$ cat src/rtl/ir_rx_regs.sv
module ir_rx_regs #(
  parameter int DEPTH = 16,
  parameter int AW    = 8
) (
  input  logic          clk,
  input  logic          rst_n,
  input  logic          bus_sel,
  input  logic          bus_wr,
  input  logic [AW-1:0] bus_addr,
  input  logic [31:0]   bus_wdata,
  output logic [31:0]   bus_rdata,
  input  logic          sym_valid,
  input  logic [7:0]    sym_data,
  input  logic          pkt_end,
  output logic          glb_en,
  output logic          rx_en,
  output logic [1:0]    mode,
  output logic          pol_inv,
  output logic [5:0]    noise_thr,
  output logic [7:0]    idle_thr,
  output logic          irq
);
  localparam int PTR_W = $clog2(DEPTH);
  localparam int CNT_W = PTR_W + 1;
  localparam logic [AW-1:0] A_CTRL = AW'('h00);
  localparam logic [AW-1:0] A_RXCF = AW'('h10);
  localparam logic [AW-1:0] A_DATA = AW'('h20);
  localparam logic [AW-1:0] A_IEN  = AW'('h2C);
  localparam logic [AW-1:0] A_STAT = AW'('h30);
  localparam logic [AW-1:0] A_SAMP = AW'('h34);

  logic [7:0]       mem [DEPTH];
  logic [PTR_W-1:0] wr_ptr, rd_ptr;
  logic [CNT_W-1:0] count;
  logic             ie_ovf, ie_pend, ie_avail;
  logic [CNT_W-1:0] lvl;
  logic             st_ovf, st_pend, st_avail;

  wire wr_acc   = bus_sel & bus_wr;
  wire rd_acc   = bus_sel & ~bus_wr;
  wire rd_fifo  = rd_acc & (bus_addr == A_DATA);
  wire empty    = (count == '0);
  wire full     = (count == CNT_W'(DEPTH));
  wire pop      = rd_fifo & ~empty;
  wire active   = glb_en & rx_en;
  wire push_req = sym_valid & active;
  wire push     = push_req & (~full | pop);
  wire ovf_evt  = push_req & ~push;
  wire pend_evt = pkt_end & active;
  wire avl_evt  = (count > lvl);
  wire st_wr    = wr_acc & (bus_addr == A_STAT);

  always_ff @(posedge clk) begin
    if (!rst_n) begin
      glb_en <= 1'b0; rx_en <= 1'b0; mode <= 2'b0;
      pol_inv <= 1'b0; noise_thr <= '0; idle_thr <= '0;
      ie_ovf <= 1'b0; ie_pend <= 1'b0; ie_avail <= 1'b0; lvl <= '0;
    end else if (wr_acc) begin
      case (bus_addr)
        A_CTRL: begin
          glb_en <= bus_wdata[0];
          rx_en  <= bus_wdata[1];
          mode   <= bus_wdata[5:4];
        end
        A_RXCF: pol_inv <= bus_wdata[2];
        A_SAMP: begin
          noise_thr <= bus_wdata[7:2];
          idle_thr  <= bus_wdata[15:8];
        end
        A_IEN: begin
          ie_ovf   <= bus_wdata[0];
          ie_pend  <= bus_wdata[1];
          ie_avail <= bus_wdata[4];
          lvl      <= bus_wdata[8 +: CNT_W];
        end
        default: ;
      endcase
    end
  end

  always_ff @(posedge clk) begin
    if (!rst_n) begin
      st_ovf <= 1'b0; st_pend <= 1'b0; st_avail <= 1'b0;
    end else begin
      st_ovf   <= (st_ovf   & ~(st_wr & bus_wdata[0])) | ovf_evt;
      st_pend  <= (st_pend  & ~(st_wr & bus_wdata[1])) | pend_evt;
      st_avail <= (st_avail & ~(st_wr & bus_wdata[4])) | avl_evt;
    end
  end

  always_ff @(posedge clk) begin
    if (push) mem[wr_ptr] <= sym_data;
  end

  always_ff @(posedge clk) begin
    if (!rst_n) begin
      wr_ptr <= '0; rd_ptr <= '0; count <= '0;
    end else begin
      if (push) wr_ptr <= wr_ptr + 1'b1;
      if (pop)  rd_ptr <= rd_ptr + 1'b1;
      case ({push, pop})
        2'b10:   count <= count + 1'b1;
        2'b01:   count <= count - 1'b1;
        default: ;
      endcase
    end
  end

  always_comb begin
    bus_rdata = '0;
    if (rd_acc) begin
      case (bus_addr)
        A_CTRL: bus_rdata = {26'b0, mode, 2'b0, rx_en, glb_en};
        A_RXCF: bus_rdata = {29'b0, pol_inv, 2'b0};
        A_DATA: bus_rdata = empty ? 32'b0 : {24'b0, mem[rd_ptr]};
        A_IEN:  bus_rdata = {{(24-CNT_W){1'b0}}, lvl, 3'b0, ie_avail, 2'b0, ie_pend, ie_ovf};
        A_STAT: bus_rdata = {{(24-CNT_W){1'b0}}, count, 3'b0, st_avail, 2'b0, st_pend, st_ovf};
        A_SAMP: bus_rdata = {16'b0, idle_thr, noise_thr, 2'b0};
        default: bus_rdata = '0;
      endcase
    end
  end

  assign irq = (st_ovf & ie_ovf) | (st_pend & ie_pend) | (st_avail & ie_avail);

  AST_NO_OVERFLOW: assert property (@(posedge clk) disable iff (!rst_n)
    count <= CNT_W'(DEPTH));
  AST_DROP_KEEPS_COUNT: assert property (@(posedge clk) disable iff (!rst_n)
    ovf_evt |=> count == $past(count));
  AST_OVF_FLAGGED: assert property (@(posedge clk) disable iff (!rst_n)
    ovf_evt |=> st_ovf);
  AST_EMPTY_READ: assert property (@(posedge clk) disable iff (!rst_n)
    (rd_fifo && empty && !push_req) |=> empty);
  AST_IDLE_NO_STORE: assert property (@(posedge clk) disable iff (!rst_n)
    (!active && !rd_fifo) |=> count == $past(count));
  AST_W1C_PEND: assert property (@(posedge clk) disable iff (!rst_n)
    (st_wr && bus_wdata[1] && !pend_evt) |=> !st_pend);
endmodule

$ cat config.mk
export PLATFORM = sky130hd
export DESIGN_NAME = ir_rx_regs
export DESIGN_NICKNAME = d
export VERILOG_FILES = /design/src/rtl/ir_rx_regs.sv
export SDC_FILE = /design/constraint.sdc
export NUM_CORES = 1
export LEC_CHECK = 0
export ABC_AREA = 1
export BUFFER_PORTS_ARGS = -buffer_cell sky130_fd_sc_hd__buf_2
export CORE_AREA = 2 2 136 138
export DETAILED_ROUTE_END_ITERATION = 12
export DIE_AREA = 0 0 138 140
export PLACE_DENSITY_LB_ADDON = 0.05
export SLEW_MARGIN = 25
export SYNTH_ARGS = -nofsm -noshare
export SYNTH_HDL_FRONTEND = slang
export SYNTH_SLANG_ARGS = --single-unit
$ cat constraint.sdc
create_clock -name clk -period 2.4 [get_ports clk]
set_input_delay 0 -clock clk [delete_from_list [all_inputs] [get_ports clk]]
set_output_delay 0 -clock clk [all_outputs]
set_load 0.02 [all_outputs]
After elaboration in Yosys (flattened, before gate mapping)
Memory sizes are Yosys's and may differ from the RTL's. A register that Yosys moved wholly into a read port is not among the register bits.
Cells that the tools add are included.
{"block": "word_totals", "reg_bits": 43, "elab_cells": 77, "latch_bits": 0, "rom_bits": 0, "memories": 1, "in_bits": 54, "ramBits": 128}
{"memory": "mem", "words": 16, "word_bits": 8, "read_ports": 1, "rd_ports_with_merged_regs": 1, "write_ports": 1, "line_no": "32", "source": "logic [7:0] mem [DEPTH];"}
{"block": "op_classes", "n_mux": 8, "n_div": 0, "multipliers": 0, "n_reduce_logical": 7, "n_lt_le_gt_ge": 1, "bitwise": 32, "eq_ne": 8, "add_sub_neg": 4, "n_shift": 0}
{"operator": "case mux 16 bit (6 select lines)", "n": 1}
{"operator": "equality test 8 x 6 -> 1 bit, second input constant", "n": 4}
{"operator": "AND 1 bit", "n": 19}
{"operator": "two-way mux 16 bit", "n": 1}
{"operator": "case mux 5 bit (2 select lines)", "n": 1}
{"operator": "adder 4 x 1 -> 4 bit, second input constant", "n": 2}
{"operator": "equality test 8 x 5 -> 1 bit, second input constant", "n": 1}
{"operator": "zero test 8 bit", "n": 1}
{"operator": "two-way mux 4 bit", "n": 2}
{"operator": "two-way mux 8 bit", "n": 1}
{"operator": "AND reduction 2 bit", "n": 4}
{"operator": "inverter 1 bit", "n": 7}
{"operator": "OR 1 bit", "n": 6}
{"operator": "adder 5 x 1 -> 5 bit, second input constant", "n": 1}
{"operator": "equality test 5 bit, second input constant", "n": 1}
{"operator": "greater-than comparator 5 bit", "n": 1}
{"operator": "zero test 5 bit", "n": 1}
{"operator": "subtractor 5 x 1 -> 5 bit, second input constant", "n": 1}
{"operator": "equality test 2 x 1 -> 1 bit, second input constant", "n": 1}
{"operator": "equality test 2 bit, second input constant", "n": 1}
{"operator": "two-way mux 1 bit", "n": 2}
{"operator": "nonzero test 2 bit", "n": 1}

Depth between registers and ports, before layout
{"block": "logic_depth", "word_depth": 9, "depth_mapped": 17}

Least setup slack after synthesis
OpenSTA, ideal clock, no wires.
{"block": "synth_timing", "path_kind": "register to register", "startpoint": "register count[1]", "endpoint": "register count[4]", "path_stages_with_launch": 17, "path_buffers": 0, "t_arrival_ps": 1958, "required_ps": 2285, "setup_time_ps": 115, "setup_slack_ps": 327, "path_cell_list": "dfxtp_1 > inv_1 > nand2_1 > nor2_4 > nand2_2 > nand3_4 > inv_4 > nand2_4 > inv_1 > ha_1 > nand2_1 > o21ai_0 > nand3_1 > nand2_2 > nand3_1 > nand2_1 > nor2_1"}
{"block": "synth_between", "elab_chain_cells": 7}
{"element": "start: declaration", "line_no": "34", "source": "logic [CNT_W-1:0] count;"}
{"element": "start signal: assignment", "line_no": "102", "source": "2'b10: count <= count + 1'b1;"}
{"element": "start signal: assignment", "line_no": "103", "source": "2'b01: count <= count - 1'b1;"}
{"element": "zero test 5 bit", "line_no": "42", "source": "wire empty = (count == '0);"}
{"element": "inverter 1 bit", "line_no": "44", "source": "wire pop = rd_fifo & ~empty;"}
{"element": "AND 1 bit", "line_no": "44"}
{"element": "OR 1 bit", "line_no": "47", "source": "wire push = push_req & (~full | pop);"}
{"element": "AND 1 bit", "line_no": "47"}
{"element": "equality test 2 x 1 -> 1 bit / equality test 2 bit (equally long branches)", "line_no": "101", "source": "case ({push, pop})"}
{"element": "case mux 5 bit (2 select lines) / nonzero test 2 bit (equally long branches)"}
Parallel ways exist; a longest one is shown, timed or not.
A chain may end at the register's enable or synchronous reset.

==> qor.csv <==
metric,value,unit
Die X,138,um
critical path's top delay family,compound AO/OA/AOI/OAI gates,
clock buffer depth,2,
Final Hold Viols,0,
Worst setup SP type,register,
CP dominant cell by count,nand2_1,
buffers added on ports,73,
Critical Path RT,2.40,ns
vias in the first global route,5763,
CP max FO,32,
post-DP HPWL,13.35,mm
Final period util,94.23,%
WS Path Type,reg -> out,
first-pass GRT wire length,31.61,mm
Yosys reg bits,175,
Hold Path End,lvl[0],
Critical R2R Capture,count[4],
Final Net Count,964,
drt drc,0,
First-pass DRT Iterations,5,
clock slew at reported path FFs,0.07,ns
# diodes,0,
WL final,20.43,mm
RSZ-0062 raised after global routing,true,
CTS tree,done,
latest clock arrival within the worst-skew pair,0.43,ns
routed vias/inst,5.258,
"Slowest-stage cell, CP",dfxtp_1,
final setup fails,0,
hold crit path type,in -> reg,
global placement routability congestion,0.8500,
CP Cell Sequence,"buf_8, o21ai_0, o211ai_1, nand3_1, nand2_1, nand2_1, a21oi_1, buf_2",
synthesized area per cell,10.07,um^2
R2R Setup Slk,0.19,ns
DRT antenna net count,0,
Hold Crit Depth,5,
core area,17780,um^2
global route total overflow,0,
fraction of layout cells with a size suffix above 1,18.81,%
Tightest Pin Transition,0.6957,ns
PD cells,663.1,nW/um^2
# clock sinks,175,
min-delay src,bus_addr[2],
drt wl/cell,17.95,um
number of cells on the worst reg-to-reg path,16,
Worst R2R Start,count[3],
CTS H-tree depth,4,
clk root buf,clkbuf_16,
die footprint,19320,um^2
Synth top area share,48.77,%
antenna violations before repair,0,
Synth area leader,edfxtp_1,
placed cell count,1079,
fmax,442.2,MHz
largest net degree at the start of global routing,58,
die height,140,um
Slew HR,53.57,%
warnings from Yosys,0,
Slew Limit Fails,0,
CTS buffer count,17,
min Tclk post-route,2.262,ns
Max Cap Viol,0,
outcome,finished clean,
Area growth syn-to-layout,19.35,%
WP buf/inv,2,
I/O pin total,106,
GRT Util Overall,21.29,%
final non-filler cell total,1138,
effective utilization at floorplan,44.33,%
synthesized cell area,7881,um^2
DR vias,5984,
Gate Count Post-Synth,783,
Peak VDD IR,501.7,uV
total power after layout,6.238,mW
DR iter-0 viols,484,
post-synthesis sequential area ratio,60.71,%
CP peak stage delay,0.42,ns
Cell variety after synth,41,
cell leakage power,3.538,nW
WP data arrival,2.26,ns
dominant cells by area after synthesis,"edfxtp_1, dfxtp_1, o21ai_0",
clk_skew,0.007105,ns
site row count,49,
critical path capture point type,output pin,
==> sequential cells by signal, summed over array words and instances (netlist names), named ones only <==
name and flops:
count 5, ie_avail 1, ie_ovf 1, lvl 5
st_avail 1, mode 2, glb_en 1, st_pend 1
noise_thr 6, pol_inv 1, wr_ptr 4, st_ovf 1
rx_en 1, ie_pend 1, rd_ptr 4, mem 128
idle_thr 8
==> how the worst max path moves through the flow <==
stage	to	slack, ns	cells past startpoint
after floorplan	count[4]	0.33	16
after global placement	count[4]	0.21	16
after detailed placement	count[4]	0.14	16
after CTS	bus_rdata[5]	0.03	8
after global routing	bus_rdata[5]	-0.001	8
final	bus_rdata[5]	0.14	8
==> synth_stat cells <==
master / n
a21o_1: 1
a21oi_1: 63
a21oi_2: 1
and3_1: 1
buf_2: 16
buf_4: 17
buf_6: 5
clkbuf_1: 10
clkbuf_2: 1
clkinv_1: 1
clkinv_2: 1
conb_1: 1
dfxtp_1: 47
edfxtp_1: 128
fa_1: 1
ha_1: 13
inv_1: 65
inv_2: 10
inv_4: 1
nand2_1: 75
nand2_2: 7
nand2_4: 2
nand3_1: 50
nand3_2: 3
nand3_4: 1
nand4_1: 3
nand4_2: 1
nor2_1: 106
nor2_2: 3
nor2_4: 6
nor3_1: 10
o211ai_1: 23
o21ai_0: 86
o21ai_1: 7
o21ai_2: 1
o21bai_1: 1
o221ai_1: 1
o22ai_1: 10
or2_2: 1
xnor2_1: 1
xor2_1: 2
==> placed cells by master, fill, tap and decap left out, types with 17 or more instances in the layout <==
cell | netlist | final
edfxtp_1 | 128 | 128
nor2_1 | 106 | 106
o21ai_0 | 86 | 85
nand2_1 | 75 | 75
buf_2 | 16 | 73
inv_1 | 65 | 65
a21oi_1 | 63 | 63
nand3_1 | 50 | 50
dfxtp_1 | 47 | 46
dlygate4sd3_1 | 0 | 27
buf_4 | 17 | 24
o211ai_1 | 23 | 23
clkbuf_16 | 0 | 17
==> layout make-up <==
cell class | instances | area [um^2]
fill | 1646 | 8373
sequential | 175 | 4786
clock buffer | 17 | 425.4
clock inverter | 15 | 175.2
multi-input combinational | 496 | 2550
inverter | 78 | 301.5
timing repair buffer | 128 | 882.1
tap | 229 | 286.5
==> per-stage QoR <==
stage	setup TNS [ns]	setup WS [ns]	utilization [%]	area (um^2)	hold WS (ns)
final	0	0.1385	52.91	9407	0.06976
after global routing	-0.001255	-0.0009659	52.91	9407	0.08297
after CTS	0	0.02674	52.83	9393	0.05043
after detailed placement	0	0.1436	47.92	8519	0.2798
after global placement	0	0.2074	47.92	8519	0.2584
after floorplan	0	0.3273	-	7938	0.09887
==> logic make-up (layout without fill, tap and decap cells) <==
family                     after synthesis  count (layout)  share of synthesized area, %
AOI/OAI and AO/OA                      194             194                         13.41
and+or+nand+nor                        269             269                         15.53
xor gates and xnor gates                 3               3                        0.3334
buffers and inverters                  127             238                         7.652
DFF                                    175             175                         60.71
adders and majority gates               14              14                         2.318
other                                    1              16                       0.04758
==> tightest hold or removal path, stage by stage <==
cell	delay [ns]
buf_2	0.11
nand3_1	0.13
nor2_4	0.08
nand3_1	0.07
a21oi_1	0.06
==> metal layers <==
| layer | track usage, % | vias up | wire, um |
|---|---|---|---|
| met2 | 35.23 | 145 | 9886 |
| li1 | - | 2905 | - |
| met3 | 3.829 | 23 | 765 |
| met5 | 0 | - | 0 |
| met1 | 28.54 | 2911 | 9467 |
| met4 | 7.197 | 0 | 311 |
==> what timing repair did <==
item                                    CTS  global route
pin swaps                                 0             0
buffers inserted                          0             0
resized for setup                         1             6
endpoints found under the setup margin    1             7
hold buffers                             27             0
hold endpoints to repair                157             0
==> power by group <==
group	internal, mW	leakage, nW	switching [mW]	total (mW)
Clock	1.57	0.286	1.25	2.82
Combinational	0.0605	1.72	0.123	0.184
Sequential	3.24	1.53	0.000386	3.24
Total	4.87	3.54	1.37	6.24
Note: power is estimated with default switching activity, not from simulation.
